## src/rtl/cil_addr_gen.sv

```systemverilog
module cil_addr_gen #(
  parameter int BRANCHES = 40,
  parameter int UNIT     = 200,
  parameter int DEPTH    = (BRANCHES - 1) * UNIT * BRANCHES + 1,
  localparam int STEP    = UNIT * BRANCHES,
  localparam int MAXDLY  = (BRANCHES - 1) * STEP,
  localparam int AW      = $clog2(DEPTH),
  localparam int BW      = (BRANCHES > 1) ? $clog2(BRANCHES) : 1
) (
  input  logic          clk,
  input  logic          rst_n,
  input  logic          sym_valid,
  output logic [AW-1:0] wr_addr,
  output logic [AW-1:0] rd_addr,
  output logic [BW-1:0] branch,
  output logic          out_valid
);

  logic [AW-1:0] wptr;
  logic [AW-1:0] dly;
  logic [AW-1:0] fill;
  logic [BW-1:0] br;

  always_ff @(posedge clk) begin
    if (!rst_n) begin
      wptr <= '0;
      br   <= '0;
      dly  <= '0;
      fill <= '0;
    end else if (sym_valid) begin
      wptr <= (wptr == AW'(DEPTH - 1)) ? '0 : wptr + 1'b1;
      if (br == BW'(BRANCHES - 1)) begin
        br  <= '0;
        dly <= '0;
      end else begin
        br  <= br + 1'b1;
        dly <= dly + AW'(STEP);
      end
      if (fill != AW'(MAXDLY))
        fill <= fill + 1'b1;
    end
  end

  assign wr_addr   = wptr;
  assign branch    = br;
  assign rd_addr   = (wptr >= dly) ? wptr - dly : wptr + AW'(DEPTH) - dly;
  assign out_valid = sym_valid && (fill >= dly);

  initial begin
    AST_DEPTH_MIN: assert (DEPTH >= MAXDLY + 1);
  end

  AST_WR_STEP: assert property (@(posedge clk) disable iff (!rst_n)
    sym_valid |=> wr_addr == (($past(wr_addr) == AW'(DEPTH - 1)) ? '0 : $past(wr_addr) + 1'b1));
  AST_BR_STEP: assert property (@(posedge clk) disable iff (!rst_n)
    sym_valid |=> branch == (($past(branch) == BW'(BRANCHES - 1)) ? '0 : $past(branch) + 1'b1));
  AST_RD_RANGE: assert property (@(posedge clk) disable iff (!rst_n)
    rd_addr < AW'(DEPTH));
  AST_BR0_PASS: assert property (@(posedge clk) disable iff (!rst_n)
    (sym_valid && branch == '0) |-> (out_valid && rd_addr == wr_addr));
  AST_IDLE_NOVALID: assert property (@(posedge clk) disable iff (!rst_n)
    !sym_valid |-> !out_valid);
  AST_IDLE_HOLD: assert property (@(posedge clk) disable iff (!rst_n)
    !sym_valid |=> ($stable(wr_addr) && $stable(branch)));

endmodule

```

## config.mk

```make
export PLATFORM = sky130hd
export DESIGN_NAME = cil_addr_gen
export DESIGN_NICKNAME = d
export VERILOG_FILES = /design/src/rtl/cil_addr_gen.sv
export SDC_FILE = /design/constraint.sdc
export NUM_CORES = 1
export LEC_CHECK = 0
export BUFFER_PORTS_ARGS = -buffer_cell sky130_fd_sc_hd__clkbuf_2
export CORE_ASPECT_RATIO = 1.25
export CORE_UTILIZATION = 60
export CTS_BUF_LIST = sky130_fd_sc_hd__clkbuf_16
export CTS_CLUSTER_DIAMETER = 50
export DETAILED_ROUTE_END_ITERATION = 8
export GPL_ROUTABILITY_DRIVEN = 0
export GPL_TIMING_DRIVEN = 0
export PLACE_DENSITY = 0.91
export SKIP_LAST_GASP = 1
export SYNTH_ARGS = -nofsm -noshare
export SYNTH_HDL_FRONTEND = slang
export SYNTH_SLANG_ARGS = --single-unit
```

## constraint.sdc

```tcl
create_clock -name clk -period 7.4 [get_ports clk]
set_input_delay 0.37 -clock clk [delete_from_list [all_inputs] [get_ports clk]]
set_output_delay 0.37 -clock clk [all_outputs]
set_load 0.01 [all_outputs]
```

Word-level counts from Yosys, hierarchy flattened:

Cells that the tools add are included.

* $add $sub $neg: 7
* $lt $le $gt $ge: 2
* eq/ne operators: 3
* muxes and demuxes: 4
* reductions and logical operators: 2

Operators by type and width (count)
* 2-to-1 mux 19 bit: 3
* adder 19 x 1 -> 19 bit (second input constant): 2
* >= comparator 19 bit: 2
* subtractor 19 bit: 2
* adder 19 x 13 -> 19 bit (second input constant): 1
* adder 19 bit (second input constant): 1
* equality test 19 bit (second input constant): 1
* inequality test 19 bit (second input constant): 1
* adder 6 x 1 -> 6 bit (second input constant): 1
* equality test 6 bit (second input constant): 1
* 2-to-1 mux 6 bit: 1
* AND reduction 2 bit: 1
* logical AND 1 bit: 1

* flip-flop bits (word level): 63
* input bits: 3
* output and inout port bits: 45
* logic and storage cells: 22

Logic depth before layout (Yosys ltp):

* word-level depth: 3
* depth in mapped cells: 11
* depth with buffers taken out: 11

Worst setup path before layout:

No wires, ideal clock.

* path kind: register to output
* start: register wptr[7], in the netlist wr_addr[7]
* end: output port rd_addr[17]
* arrival time: 2.568 ns
* required time: 7.030 ns
* path slack: 4.462 ns
* cell stages (with the launch flop): 12
* path through: dfxtp_1 -> inv_1 -> ha_1 -> inv_1 -> ha_1 -> or2_2 -> a21oi_1 -> a31o_2 -> o32ai_1 -> a221oi_1 -> xnor2_1 -> a21oi_1

* cells in the longest elaborated chain, start to end: 3
* elaborated cells between the ends (all ways): 5
* classes of those cells: 3 x add/sub; 1 x order compare; 1 x mux

RTL lines
* from (decl): line 19 `logic [AW-1:0] wptr;`
* from (signal assigned): line 31 `wptr <= (wptr == AW'(DEPTH - 1)) ? '0 : wptr + 1'b1;`
* adder 19 bit: line 46 `assign rd_addr = (wptr >= dly) ? wptr - dly : wptr + AW'(DEPTH) - dly;`
* subtractor 19 bit: line 46
* 2-to-1 mux 19 bit *: line 46
* to (decl): line 14 `output logic [AW-1:0] rd_addr,`

Every way passes the cells marked *; elsewhere a longest branch is shown, timed or not.

Final worst setup path:

* start: register wptr[6], in the netlist wr_addr[6]
* end: output port rd_addr[4]

* cells in the longest elaborated chain, start to end: 2

RTL lines (line)
* >= comparator 19 bit: 46
* 2-to-1 mux 19 bit: 46

No other way between the ends.

==> results.json <==
{
  "ios": 48,
  "drtAntennaViolNets": 0,
  "placed_area_sq_mm": 0.00534,
  "hold_slack_ns": 0.443,
  "p_sw_mw": 0.380,
  "cts_resized": 0,
  "dieArea_sq_mm": 0.00867,
  "dp_cells": 754,
  "antenna_cells": 0,
  "relSlewSlack_pct": 46.3,
  "drv_cap": 0,
  "syn_inst": 611,
  "port_buffers": 46,
  "fmax_ghz": 0.270,
  "synth_mux_area_share_pct": 1.03,
  "drc_errors": 0,
  "rsz0062_at_grt": "no",
  "vias_per_cell": 5.91,
  "grt_pass1_vias": 4633,
  "seq_area_frac_synth_pct": 22.9,
  "regArea_sq_mm": 0.00114,
  "async_flop_share_pct": 0,
  "hpwl_mm": 9.65,
  "cts_root_buffer": "clkbuf_16",
  "pwr-share-clk_pct": 37.5,
  "post-route-util_pct": 71.3,
  "arrival_ns": 3.33,
  "report.power.total_mw": 1.15,
  "final-hold-violation-count": 0,
  "syn_area_sq_mm": 0.00498,
  "final_cell_area_sq_mm": 0.00565,
  "final.setup_skew_ns": 0.00524,
  "synth_edf_count": 0,
  "yosysWarnings": 0,
  "synth_compound_area_share_pct": 13.7,
  "firstDrtPassIters": 5,
  "cp.required_ns": 7.03,
  "slew_violations": 0,
  "cpLargestDelayFamily": "compound AO/OA/AOI/OAI gates",
  "path_clk_slew_ns": 0.05,
  "worst-path-buf-inv": 4,
  "instances_no_fill": 770,
  "synth-xor-area-share_pct": 13.9,
  "core-area_sq_mm": 0.00793,
  "cts.sinks": 57,
  "criticalPathCategory": "flop to primary output",
  "clk_latency_ns": 0.33,
  "peakVddDrop_mv": 0.187,
  "busiest_layer": "met2",
  "multi_input_area_sq_mm": 0.00360,
  "power_density_mw_per_mm2": 203,
  "min_period_ns": 3.70,
  "status": "finished, final reports clean",
  "nNetsFinal": 749,
  "cpPeakStageDelay_ns": 0.48,
  "finalWorstSetupSlack_ns": 3.70,
  "avgRoutedWirePerCell_um": 16.1,
  "synth.ff_latch_count": 57,
  "end_kind": "primary output",
  "grt_util_met1_pct": 31.3,
  "rows": 36,
  "htree_levels": 3,
  "cp-startpoint": "wr_addr[6]",
  "p_leak_nw": 2.45,
  "clockBufferDepth": 2,
  "cts_tree": "built",
  "drt_iter0_drc": 268,
  "slowest_stage": "dfxtp_1",
  "drive_gt1_share_pct": 12.3,
  "p_comb_share_pct": 33.5,
  "synth_simple_gate_area_share_pct": 23.0,
  "area_growth_pct": 13.4,
  "grtUsageTotal_pct": 29.5,
  "die_h_um": 104,
  "synth-adder-area-share_pct": 20.4,
  "use_met3_pct": 3.89,
  "worst-slew-pin-transition_ns": 0.801,
  "rr_endpoint": "wr_addr[7]",
  "cts-hold-fix-buffers": 0,
  "vias": 4550,
  "r2r_cells": 6,
  "synth_cell_types": 60,
  "hold_class": "primary input to flop",
  "nFillCells": 573,
  "setup_viol": 0,
  "finalSetupTns_ns": 0,
  "start_util_pct": 62.8,
  "synth.avg_cell_area_sq_um": 8.15,
  "period_share_pct": 50.0,
  "setup.worst_path.start_class": "flop",
  "regToRegSetupSlack_ns": 4.86,
  "grt_overflow_total": 0,
  "grt_pass1_wl_mm": 20.9,
  "power_frac_seq_pct": 29.0,
  "worstReg2RegStart": "wr_addr[6]",
  "worstPathCellList": "inv_1, ha_1, inv_1, o31a_1, nor2_1, a21oi_2, o211ai_2, buf_2, nor2_1, a21oi_1, clkbuf_2",
  "drt_wl_total_mm": 12.4,
  "cp-endpoint": "rd_addr[4]",
  "intPower_mw": 0.766,
  "dieWidth_um": 83.5,
  "grt_antenna_before_repair": 0,
  "synthFlopType": "dfxtp_1",
  "crit_cells": 11,
  "swShare_pct": 33.2,
  "synth_top_family_by_area": "simple AND/OR/NAND/NOR gates",
  "grt_start_max_net_pins": 11,
  "pre_cts_ws_ns": 4.12,
  "cts_buffers": 9,
  "grtUsageMet2_pct": 55.9,
  "cp_max_fo": 10,
  "postCtsSetupRepairBufs": 0
}
==> worst min-delay path by stage <==
stage            start         to  cells after the start
2_1_floorplan  dly[10]    dly[10]                      2
3_3_place_gp   dly[10]    dly[10]                      2
3_5_place_dp   dly[10]    dly[10]                      2
4_1_cts          rst_n  branch[1]                      2
5_1_grt          rst_n  branch[1]                      2
6_report         rst_n  branch[1]                      2
==> state kept, by name, summed over array words and instances, names as in the netlist <==
register and count:
dly 13, fill 19, wr_addr 19, branch 6
==> cells in the final DEF (no fill, tap or decap), drive strengths merged, types with 5 or more instances in the layout <==
master	count
nand2	39
buf	6
a211oi	5
ha	67
dfxtp	57
clkbuf	59
xnor2	60
nor3	14
and3	10
nor2b	17
and2	15
inv	55
xor2	19
nand3	25
a31oi	6
nor2	65
o21ai	27
nand4	14
a21oi	28
fa	9
==> power groups by stage <==
stage / Combinational, mW / Clock, mW / Sequential, mW
final: 0.384 / 0.429 / 0.333
after global routing: 0.421 / 0.448 / 0.334
after CTS: 0.382 / 0.434 / 0.332
after detailed placement: 0.379 / 0 / 0.338
after global placement: 0.365 / 0 / 0.337
after floorplan: 0.266 / 0 / 0.335
==> cell type report <==
| class | count | share of cell area, % |
|---|---|---|
| sequential | 57 | 20.2 |
| timing repair buffer | 46 | 4.07 |
| clock buffer | 9 | 3.99 |
| buffer | 10 | 0.775 |
| inverter | 54 | 3.59 |
| multi-input combinational | 492 | 63.8 |
| tap | 95 | 2.10 |
| clock inverter | 7 | 1.53 |
==> worst reg2reg max path, stage by stage (launching register included) <==
cell and delay, ns:
dfxtp_1 0.48, inv_1 0.16, nor3_1 0.49, nand3_1 0.17, o31ai_2 0.68, buf_2 0.36, nor2_1 0.09
==> metal layers <==
| metal | up-vias | wire, um |
|---|---|---|
| li1 | 2199 | - |
| met1 | 2170 | 4810 |
| met2 | 136 | 6560 |
| met3 | 45 | 477 |
| met4 | 0 | 536 |
| met5 | - | 0 |
==> cells in the mapped netlist (all sizes together) (4+ instances only) <==
| master | count | area, sq um |
|---|---|---|
| and3 | 10 | 67.6 |
| nor4 | 4 | 25.0 |
| or3 | 4 | 25.0 |
| o21a | 4 | 30.0 |
| nand2b | 4 | 25.0 |
| inv | 54 | 203 |
| o21ai | 27 | 135 |
| xor2 | 19 | 166 |
| fa | 9 | 180 |
| a31oi | 6 | 37.5 |
| nor3 | 14 | 70.1 |
| nor2 | 65 | 244 |
| mux2i | 4 | 40.0 |
| nand4 | 14 | 87.6 |
| clkbuf | 4 | 15.0 |
| nand2 | 39 | 146 |
| nand3 | 25 | 125 |
| nor2b | 17 | 106 |
| ha | 67 | 838 |
| o31a | 4 | 35.0 |
| dfxtp | 57 | 1140 |
| a211oi | 5 | 42.5 |
| and2 | 15 | 93.8 |
| a31o | 4 | 35.0 |
| a21oi | 28 | 144 |
| buf | 6 | 28.8 |
| xnor2 | 60 | 526 |
==> logic make-up after synthesis <==
| family | count (synthesis) |
|---|---|
| and+or+nand+nor | 226 |
| other | 2 |
| buffers and inverters | 64 |
| AOI/OAI and AO/OA | 102 |
| muxes | 5 |
| xor gates and xnor gates | 79 |
| DFF | 57 |
| adders and majority gates | 76 |
(Power assumes the default switching activity.)
